### config.mk
export PLATFORM = sky130hd
export DESIGN_NAME = bsn_stream_src
export DESIGN_NICKNAME = d
export VERILOG_FILES = /design/src/rtl/bsn_stream_src.sv
export SDC_FILE = /design/constraint.sdc
export NUM_CORES = 1
export LEC_CHECK = 0
export BUFFER_PORTS_ARGS = -buffer_cell sky130_fd_sc_hd__clkbuf_2
export CAP_MARGIN = 25
export CORE_ASPECT_RATIO = 1.1
export CORE_MARGIN = 1
export CORE_UTILIZATION = 30
export CTS_CLUSTER_DIAMETER = 100
export CTS_CLUSTER_SIZE = 8
export DETAILED_ROUTE_END_ITERATION = 6
export PLACE_DENSITY = 0.56
export SETUP_SLACK_MARGIN = 0.3
export SYNTH_ARGS = -nofsm -noshare
export SYNTH_HDL_FRONTEND = slang
export SYNTH_SLANG_ARGS = --single-unit
export TNS_END_PERCENT = 20
### constraint.sdc
create_clock -name clk -period 9.19 [get_ports clk]
set_input_delay 0.4595 -clock clk [delete_from_list [all_inputs] [get_ports clk]]
set_output_delay 0.4595 -clock clk [all_outputs]
set_load 0.01 [all_outputs]
### src/rtl/bsn_stream_src.sv
module bsn_stream_src #(
  parameter int unsigned BLK_CLKS      = 100,
  parameter int unsigned SYNC_CLKS_DEF = 200_000_000,
  parameter int unsigned XFER_LAT      = 3
) (
  input  logic        clk,
  input  logic        rst_n,
  input  logic        pps,
  input  logic        reg_wr,
  input  logic        reg_rd,
  input  logic [2:0]  reg_addr,
  input  logic [31:0] reg_wdata,
  output logic [31:0] reg_rdata,
  output logic        st_valid,
  output logic        st_sob,
  output logic        st_eob,
  output logic        st_sync,
  output logic [63:0] st_bsn
);

  localparam int BW = (BLK_CLKS > 1) ? $clog2(BLK_CLKS) : 1;
  localparam int XW = $clog2(XFER_LAT + 2);
  localparam logic [BW-1:0] BLK_LAST = BW'(BLK_CLKS - 1);

  typedef enum logic [1:0] {S_OFF, S_ARM, S_WAIT, S_RUN} state_t;

  // register side
  logic [31:0] lo_stage, per_mm, ofs_mm;
  logic [63:0] init_mm;
  logic [1:0]  cmd_mm;
  logic        cmd_pend;
  logic [XW-1:0] xfer_cnt;
  logic        xfer_go;

  // stream side
  state_t      state;
  logic [1:0]  mode_st;
  logic [31:0] per_st, ofs_st, wcnt, clk_cnt;
  logic [63:0] init_st, bsn, cap;
  logic [BW-1:0] blk_cnt;
  logic        due, pps_q;

  logic        running, pps_rise, cmd_now, start, boundary, wrap;
  logic [63:0] init_use;

  assign xfer_go  = (xfer_cnt == XW'(1));
  assign cmd_now  = xfer_go && cmd_pend;
  assign running  = (state == S_RUN);
  assign pps_rise = pps && !pps_q;
  assign init_use = xfer_go ? init_mm : init_st;
  assign boundary = (clk_cnt == 32'd0);
  assign wrap     = ({1'b0, clk_cnt} + 33'd1) >= {1'b0, per_st};

  assign st_valid = running;
  assign st_sob   = running && (blk_cnt == '0);
  assign st_eob   = running && (blk_cnt == BLK_LAST);
  assign st_sync  = st_sob && (due || boundary);
  assign st_bsn   = bsn;

  assign start = (cmd_now && cmd_mm == 2'd1)
              || (!cmd_now && state == S_ARM && pps_rise && ofs_st == 32'd0)
              || (!cmd_now && state == S_WAIT && wcnt == 32'd1);

  always_ff @(posedge clk) begin
    if (!rst_n) begin
      lo_stage <= '0;
      init_mm  <= '0;
      per_mm   <= SYNC_CLKS_DEF;
      ofs_mm   <= '0;
      cmd_mm   <= '0;
      cmd_pend <= 1'b0;
      xfer_cnt <= '0;
    end else begin
      if (xfer_cnt != '0) xfer_cnt <= xfer_cnt - XW'(1);
      if (xfer_go) cmd_pend <= 1'b0;
      if (reg_wr) begin
        case (reg_addr)
          3'd0: begin cmd_mm <= reg_wdata[1:0]; cmd_pend <= 1'b1; xfer_cnt <= XW'(XFER_LAT); end
          3'd1: begin per_mm <= reg_wdata; xfer_cnt <= XW'(XFER_LAT); end
          3'd2: lo_stage <= reg_wdata;
          3'd3: begin init_mm <= {reg_wdata, lo_stage}; xfer_cnt <= XW'(XFER_LAT); end
          3'd4: begin ofs_mm <= reg_wdata; xfer_cnt <= XW'(XFER_LAT); end
          default: ;
        endcase
      end
    end
  end

  always_ff @(posedge clk) begin
    if (!rst_n) begin
      state   <= S_OFF;
      mode_st <= '0;
      per_st  <= SYNC_CLKS_DEF;
      ofs_st  <= '0;
      init_st <= '0;
      wcnt    <= '0;
      clk_cnt <= '0;
      blk_cnt <= '0;
      bsn     <= '0;
      cap     <= '0;
      due     <= 1'b0;
      pps_q   <= 1'b0;
    end else begin
      pps_q <= pps;
      if (xfer_go) begin
        per_st  <= per_mm;
        ofs_st  <= ofs_mm;
        init_st <= init_mm;
      end
      if (running) begin
        blk_cnt <= st_eob ? '0 : blk_cnt + BW'(1);
        if (st_eob) bsn <= bsn + 64'd1;
        clk_cnt <= wrap ? 32'd0 : clk_cnt + 32'd1;
        if (st_sync) begin
          cap <= bsn;
          due <= 1'b0;
        end else if (boundary) begin
          due <= 1'b1;
        end
      end
      if (cmd_now) begin
        case (cmd_mm)
          2'd1:    begin state <= S_RUN; mode_st <= 2'd1; end
          2'd2:    begin state <= S_ARM; mode_st <= 2'd2; end
          default: begin state <= S_OFF; mode_st <= 2'd0; end
        endcase
      end else begin
        case (state)
          S_ARM:  if (pps_rise) begin
                    if (ofs_st == 32'd0) state <= S_RUN;
                    else begin state <= S_WAIT; wcnt <= ofs_st; end
                  end
          S_WAIT: if (wcnt == 32'd1) state <= S_RUN;
                  else wcnt <= wcnt - 32'd1;
          default: ;
        endcase
      end
      if (start) begin
        blk_cnt <= '0;
        clk_cnt <= '0;
        bsn     <= init_use;
        due     <= 1'b0;
      end
    end
  end

  always_ff @(posedge clk) begin
    if (!rst_n) begin
      reg_rdata <= '0;
    end else if (reg_rd) begin
      case (reg_addr)
        3'd0:    reg_rdata <= {29'd0, running, mode_st};
        3'd1:    reg_rdata <= per_mm;
        3'd2:    reg_rdata <= cap[31:0];
        3'd3:    reg_rdata <= cap[63:32];
        3'd4:    reg_rdata <= ofs_mm;
        default: reg_rdata <= '0;
      endcase
    end
  end

endmodule

# --- Word level (Yosys, flattened, before mapping) ---
# Index checks and enable logic that the tools add are counted.
op_classes:
  addsub: 6
  magnitude_cmp: 1
  eq_ne: 17
  n_mux: 26
  bitwise: 2
  n_reduce_logical: 38
op_table:
  columns: ["operator", "count"]
  rows:
  - ["64-bit two-way mux", 4]
  - ["32-bit one-hot mux with 5 select lines", 1]
  - ["32-bit two-way mux", 4]
  - ["64-bit by 1-bit adder with 64-bit output (second input constant)", 1]
  - ["32-bit zero test", 2]
  - ["32-bit one-hot mux with 2 select lines", 1]
  - ["32-bit by 1-bit adder with 33-bit output (second input constant)", 1]
  - ["33-bit by 32-bit greater-or-equal comparator with 1-bit output", 1]
  - ["32-bit by 1-bit adder with 32-bit output (second input constant)", 1]
  - ["32-bit by 1-bit == test with 1-bit output (second input constant)", 1]
  - ["32-bit by 1-bit subtractor with 32-bit output (second input constant)", 1]
  - ["2-bit AND reduction", 8]
  - ["2-bit one-hot mux with 2 select lines", 3]
  - ["1-bit logical AND", 11]
  - ["3-bit two-way mux", 3]
  - ["2-bit nonzero test", 4]
  - ["7-bit by 1-bit adder with 7-bit output (second input constant)", 1]
  - ["7-bit == test (second input constant)", 1]
  - ["7-bit zero test", 1]
  - ["7-bit two-way mux", 1]
  - ["2-bit == test (second input constant)", 3]
  - ["3-bit by 1-bit == test with 1-bit output (second input constant)", 2]
  - ["3-bit by 2-bit == test with 1-bit output (second input constant)", 2]
  - ["1-bit two-way mux", 6]
  - ["other kinds (16)", 26]
totals:
  reg_bits: 531
  in_bits: 40
  out_inout_bits: 100
  word_cells: 110

# --- Longest topological paths before layout ---
# Gate-level depths: netlist of the first run.
depth:
  word_depth: 10
  mapped_depth: 17
  mapped_depth_nobuf: 13

# --- Least setup slack after synthesis of the first run ---
# Ideal clock, no wire load.
synth_path:
  path_kind: "flip-flop to flip-flop"
  startpoint: "reg clk_cnt[0]"
  endpoint: "reg clk_cnt[30]"
  setup_time_ns: 0.070
  arrival_ns: 4.192
  required_time_ns: 9.120
  setup_slack_ns: 4.928
  path_stages_with_launch: 18
  n_path_buf: 4
  period_less_slack_ns: 4.262
  cell_sequence: "dfxtp_1 > ha_1 > nand3_1 > or4_1 > clkbuf_1 > clkbuf_1 > nor3_1 > xnor2_1 > inv_1 > ha_1 > a211oi_1 > o21ai_0 > a31o_2 > or4_1 > buf_2 > buf_2 > or3b_2 > a21oi_1"
synth_via:
  elab_chain_len: 3
  elab_cells_between_ends: 4
  classes_between: "add/sub (2); order compare (1); mux (1)"
synth_lines:
  columns: ["element", "line_no", "source"]
  rows:
  - ["start: declaration", "38", "logic [31:0] per_st, ofs_st, wcnt, clk_cnt;"]
  - ["start signal: assignment", "113", "clk_cnt <= wrap ? 32'd0 : clk_cnt + 32'd1;"]
  - ["32-bit by 1-bit adder with 33-bit output", "52", "assign wrap = ({1'b0, clk_cnt} + 33'd1) >= {1'b0, per_st};"]
  - ["33-bit by 32-bit greater-or-equal comparator with 1-bit output", "52", null]
  - ["32-bit two-way mux *", "113", null]
# Every way passes the cells marked *; elsewhere a longest branch is shown, timed or not.
# A chain may end at the register's enable or synchronous reset.

# --- Worst setup path after layout of the first run ---
layout_path:
  startpoint: "reg clk_cnt[0]"
  endpoint: "reg clk_cnt[18]"
# Same word-level chain as after synthesis.

==> results by group, run 1 <==
Outcome
  – Status: completed

Logic synthesis
  – Share of Yosys cell area claimed by the top area cell type: about 46%
  – Sequential fraction of the synthesis area: 45.61%
  – Mapped Cells: 2937
  – Distinct cells, synth: 72
  – Async set-reset flop share out of synthesis: 0%
  – Largest area contributor in the netlist: dfxtp_1
  – Post-synth top flop: dfxtp_1
  – Synth warn: 0
  – Post-synthesis register bit count: 531
  – Top cells by area, synth: dfxtp_1 (46%), nand2_1 (12%), a21oi_1 (8.9%)
  – Syn_nets: 3022
  – EDFF count, synth: 0
  – Post-synth top cells: nand2_1 (749), dfxtp_1 (531), a21oi_1 (416)
  – Syn Std Cell Area: ~23000 um2
  – Post-synthesis average cell area: 7.935 um2
  – Count leader, synth: nand2_1

Routing
  – DRC Markers: 0
  – Total number of vias: roughly 21000
  – DRT iter0 DRCs: between 1500 and 2000
  – Final WL: 77080 um
  – WL per Instance: 19.25 um
  – Remaining antenna violation count: 0
  – Drt first pass iters: 5
  – Drt via density: a little over 5

CTS
  – Worst-path clk slew: 0.05 ns
  – Cts repair resizes: 0
  – CTS Root Cell: clkbuf_16
  – Clock latency on the worst-skew pair: 0.61 ns
  – Maximum clock insertion buffer count: 3
  – Hold Buf Count CTS: 0
  – H-tree depth: 3
  – Number of buffers created by CTS: between 70 and 80
  – CTS tree: built
  – Post-CTS Setup Inserts: 0
  – Clk sinks: between 500 and 600

Floorplan
  – Die width: 267.8 um
  – I/O pin total: 140
  – DIE AREA: 78810 um2
  – Initial Utilization: between 30 and 40%
  – CORE AREA: 76390 um2
  – Rows: 106
  – Die H: 294.3 um

Global routing
  – Antenna violations before repair: 0
  – Vias in the first global route: ~19000
  – Global Route Usage Sum: about a fifth
  – First-pass GRT wire length: 118000 um
  – Largest net degree at the start of global routing: 90
  – Grt total ovfl: 0

Critical path
  – Max incr delay on CP: 0.93 ns
  – Critical path, cell by cell: ha_1 > nand3_1 > or4_1 > nor4_1 > xnor2_1 > ha_1 > a211oi_1 > o21ai_0 > a31o_2 > or4_1 > or3b_2 > a21oi_1
  – Crit-path max FO: 25
  – Critical Path Sink Type: flip-flop
  – Crit Path Class: flip-flop to flip-flop
  – CP delay by family, top: simple AND/OR/NAND/NOR gates
  – Worst EP arrival: around 5.6 ns
  – Data required, critical path: 9.73 ns
  – Startpoint Class: flip-flop
  – CP max-delay cell: or4_1
  – Worst path buffer plus inverter count: 0

Place
  – Routability cong.: between 0.8 and 0.9
  – IO Port Bufs: 139
  – HPWL Detailed: 52020 um
  – Setup Slack @ Placement: 4.158 ns

STA
  – Period minus WS final: 5.054 ns
  – Final Setup Violations: 0
  – Fmax: 0.1978 GHz
  – Final Slew Violations: 0
  – Final WS setup: 4.136 ns
  – Unrepaired setup endpoints after global routing: false
  – Tcrit/Tclk final: a little over half
  – Setup TNS: 0 ns
  – Relative slew slack: 33.62%
  – Final hold vios: 0
  – Clock Skew: around 0.02 ns
  – Actual slew at the worst max-slew pin: roughly 1 ns

Finish
  – Area grow syn2layout: 14.94%
  – Share of cells above drive strength 1: 10.34%
  – Antenna diode count: 0
  – Final #Nets: between 3000 and 4000

Power and ir drop
  – Pwr dens: 204.0 nW/um2
  – Max rail drop VDD: 0.0001264 V
  – Static Leak: 0.009900 uW

Min path
  – Worst min path class: primary input to flip-flop

Run
  – Max cap viols: 0
registers in the layout, indices dropped and copies added, names as in the netlist:
name / cells
blk_cnt: 7
cap: 64
clk_cnt: 32
cmd_mm: 2
cmd_pend: 1
due: 1
init_mm: 64
init_st: 64
lo_stage: 32
mode_st: 2
ofs_mm: 32
ofs_st: 32
per_mm: 32
per_st: 32
pps_q: 1
reg_rdata: 32
st_bsn: 64
state: 2
wcnt: 32
xfer_cnt: 3
logic make-up after synthesis:
group | synth area share [%]
and+or+nand+nor | 22.82
AOI/OAI and AO/OA | 18.01
DFF | 45.61
buffers and inverters | 5.245
xor gates and xnor gates | 3.720
muxes | 2.174
adders and majority gates | 2.416
path summary, 6_finish.rpt:
path / end / startpoint / slack, ns / depth (start not counted)
worst min register to register: init_mm[8] / lo_stage[8] / 0.45 / 2
worst max register to register: clk_cnt[18] / clk_cnt[0] / 4.14 / 12
worst min-delay path: pps_q / pps / 0.10 / 2
worst max-delay path: clk_cnt[18] / clk_cnt[0] / 4.14 / 12
layout make-up:
type | instances | area, um2
repair buffers | 174 | 1001
fillers | 8209 | 49610
multi-input cells | 2102 | 11530
flip-flops and latches | 531 | 10630
clock inverters | 6 | 58.81
inverters | 87 | 334.1
clock buffers | 78 | 1952
well taps | 1026 | 1284
layer usage:
layer / wire, um / track usage (%) / part of all wire (%) / vias up
met2: 36120 / 31.53 / 47 / 600
met5: 0 / 0 / 0 / -
met4: 2657 / 8.181 / 3.4 / 0
met3: 4175 / 2.791 / 5.4 / 129
met1: 34130 / 25.46 / 44 / 9854
li1: - / - / - / 10130
through the flow:
step           instances  area (um2)  util (%)  hold WS, ns  total power, uW
2_1_floorplan       2937       23310         -       0.4229             2820
3_3_place_gp        3918       24720     32.36       0.4385             3018
3_5_place_dp        3919       24750     32.40       0.4433             3023
4_1_cts             4003       26760     35.03      0.06631             5507
5_1_grt             4004       26790     35.07       0.1072             5652
6_report            4004       26790     35.07       0.1034             5465
report_power, final:
part,internal (uW),switching (uW),total [uW]
registers,2360,38.1,2400
logic,168,417,586
clock network,1490,989,2480
total,4020,1440,5470
placed cells by master (no fill, tap or decap), drive strengths merged, types with 36 or more instances in the layout:
| master | instances |
|---|---|
| a21oi | 416 |
| a22oi | 65 |
| buf | 36 |
| clkbuf | 216 |
| dfxtp | 531 |
| ha | 45 |
| inv | 90 |
| mux2i | 45 |
| nand2 | 749 |
| nand3 | 54 |
| nor2 | 154 |
| nor3 | 57 |
| nor4 | 49 |
| o21ai | 51 |
| xnor2 | 70 |
No activity file was read; power rests on OpenSTA's default activity.
==> inputs of run 2 (changes only) <==
--- a/config.mk
+++ b/config.mk
@@ -13,7 +13,7 @@
 export CTS_CLUSTER_DIAMETER = 100
 export CTS_CLUSTER_SIZE = 8
 export DETAILED_ROUTE_END_ITERATION = 6
-export PLACE_DENSITY = 0.56
+export PLACE_DENSITY = 0.58
 export SETUP_SLACK_MARGIN = 0.3
 export SYNTH_ARGS = -nofsm -noshare
 export SYNTH_HDL_FRONTEND = slang
==> constraint.sdc (replaced) <==
create_clock -name clk -period 4.2 [get_ports clk]
set_input_delay 0.21 -clock clk [delete_from_list [all_inputs] [get_ports clk]]
set_output_delay 0.21 -clock clk [all_outputs]
set_load 0.01 [all_outputs]
==> results by group, run 2 (synthesis gave the netlist of run 1 again) <==
Outcome
  – Status: completed

Critical path
  – Critical R2R Capture: clk_cnt[2]
  – Data required, critical path: ~4.8 ns
  – Crit-path max FO: 7
  – Worst-case reg-to-reg path depth: 15
  – Critical Path Sink Type: flip-flop
  – Crit Path Class: flip-flop to flip-flop
  – Worst EP arrival: 4.49 ns
  – Worst R2R Start: clk_cnt[0]
  – Startpoint Class: flip-flop
  – R2R Setup Slk: 0.26 ns

Power and ir drop
  – Static Leak: 0.01039 uW
  – Total Power: 11980 uW
  – Pwr dens: 431.7 nW/um2
  – Max rail drop VDD: around 0.00037 V

Routing
  – DRC Markers: 0
  – Routed wl met3: 4363 um
  – Routed wl met2: 37300 um
  – DRT iter0 DRCs: 1577
  – Remaining antenna violation count: 0
  – WL per Instance: 19.04 um
  – DRT met1 WL: 33400 um
  – Final WL: 77860 um
  – Drt first pass iters: 5
  – Total number of vias: around 21000
  – Uppermost routed layer: met5
  – Drt via density: 5.159

Global routing
  – Antenna violations before repair: 1
  – First-pass GRT wire length: 118300 um
  – Vias in the first global route: 19750
  – Largest net degree at the start of global routing: approximately 160
  – Global Route Usage Sum: 19.41%
  – Grt total ovfl: 0

STA
  – Period minus WS final: 3.942 ns
  – Relative slew slack: 31.66%
  – Final Setup Violations: 0
  – Setup TNS: 0 ns
  – Tcrit/Tclk final: 93.85%
  – Final hold vios: 0
  – Clock Skew: 0.02840 ns
  – Fmax: 0.2537 GHz
  – Final Slew Violations: 0
  – Unrepaired setup endpoints after global routing: true
  – Actual slew at the worst max-slew pin: 1.025 ns
  – Worst hold margin: 0.09369 ns

CTS
  – Clk sinks: 531
  – Worst-path clk slew: 0.05 ns
  – Number of buffers created by CTS: 76
  – Clock latency on the worst-skew pair: 0.62 ns
  – Maximum clock insertion buffer count: 3
  – CTS tree: built
  – CTS Root Cell: clkbuf_16
  – H-tree depth: 3

Min path
  – Worst Hold Path EP: per_st[26]
  – Min-Delay Startpoint: rst_n
  – Worst min path class: primary input to flip-flop
  – Hold depth: 3

Floorplan
  – Initial Utilization: between 30% and 40%
  – CORE AREA: 76390 um2
  – Rows: 106
  – DIE AREA: 78810 um2
  – Die H: between 200 and 300 um
  – I/O pin total: 140
  – Die width: ~270 um

Finish
  – Commonest non-fill, non-tap cell in the layout: nand2_1
  – Share of cells above drive strength 1: 12.63%
  – Final #Nets: 3143
  – Commonest cells after routing, fill and taps aside: nand2_1 (747), dfxtp_1 (526), a21oi_1 (412)
  – Area grow syn2layout: 19.09%
  – Antenna diode count: 0

Place
  – IO Port Bufs: 139
  – Routability cong.: 0.8560
  – HPWL Detailed: 52850 um

Run
  – Max cap viols: 0
run 2: changes by cell type in the layout (fill, tap and decap cells not counted), sizes merged:
cell / before / now
buf: 36 / 87
dlygate4sd3: 0 / 34
clkbuf: 216 / 218
inv: 90 / 89
run 2: cell type report:
cell class / instances / area (um2)
inverter: 87 / 334.1
multi-input combinational: 2102 / 11700
fill: 8082 / 48640
sequential: 531 / 10640
clock inverter: 5 / 61.31
timing repair buffer: 260 / 1780
clock buffer: 79 / 1956
tap: 1026 / 1284
run 2: worst max path at each step:
stage                           from           to  cells past startpoint
after detailed placement  clk_cnt[0]   clk_cnt[2]                     17
after floorplan           clk_cnt[0]  clk_cnt[30]                     17
after global routing      clk_cnt[9]   clk_cnt[0]                     14
after global placement    clk_cnt[0]   clk_cnt[2]                     17
final                     clk_cnt[0]   clk_cnt[2]                     15
after CTS                 clk_cnt[0]   clk_cnt[2]                     17
run 2: repair_timing:
| item | in CTS | in global routing |
|---|---|---|
| gates cloned | 0 | 1 |
| hold buffers | 34 | 0 |
| gates resized for setup | 15 | 15 |
| setup buffers | 6 | 7 |
| setup endpoints to repair | 21 | 24 |
| pin swaps | 12 | 11 |
| hold endpoints to repair | 129 | 0 |
run 2: worst max-delay path, cell delays in order (launching register included):
cell      delay, ns
dfxtp_4        0.35
buf_4          0.14
nand4_1        0.15
or4_4          0.51
nor3_4         0.30
and3_4         0.24
xor2_2         0.17
ha_1           0.26
o21ai_0        0.16
nand2b_1       0.08
a31o_2         0.26
or4_4          0.48
buf_6          0.16
buf_8          0.13
or4_1          0.39
nand3_1        0.09
run 2: routing by layer:
metal	track usage (%)	up-vias
met3	3.334	156
li1	-	10280
met4	7.847	2
met5	0	-
met1	24.67	10090
met2	32.36	574
run 2: power by group:
group | internal [uW] | switching [uW] | leakage [uW] | total, uW
Sequential | 5170 | 80.3 | 0.00429 | 5250
Combinational | 383 | 907 | 0.00512 | 1290
Clock | 3260 | 2180 | 0.000988 | 5440
run 2: through the flow:
stage               std cells  worst slack, ns  instance area [um2]  utilization, %
floorplan                2937           0.3077                23410               -
global placement         3957          0.03696                25120           32.89
detailed placement       3958          0.01438                25140           32.91
CTS                      4082           0.3076                27610           36.14
global route             4090          0.06151                27750           36.33
finish                   4090           0.2582                27750           36.33
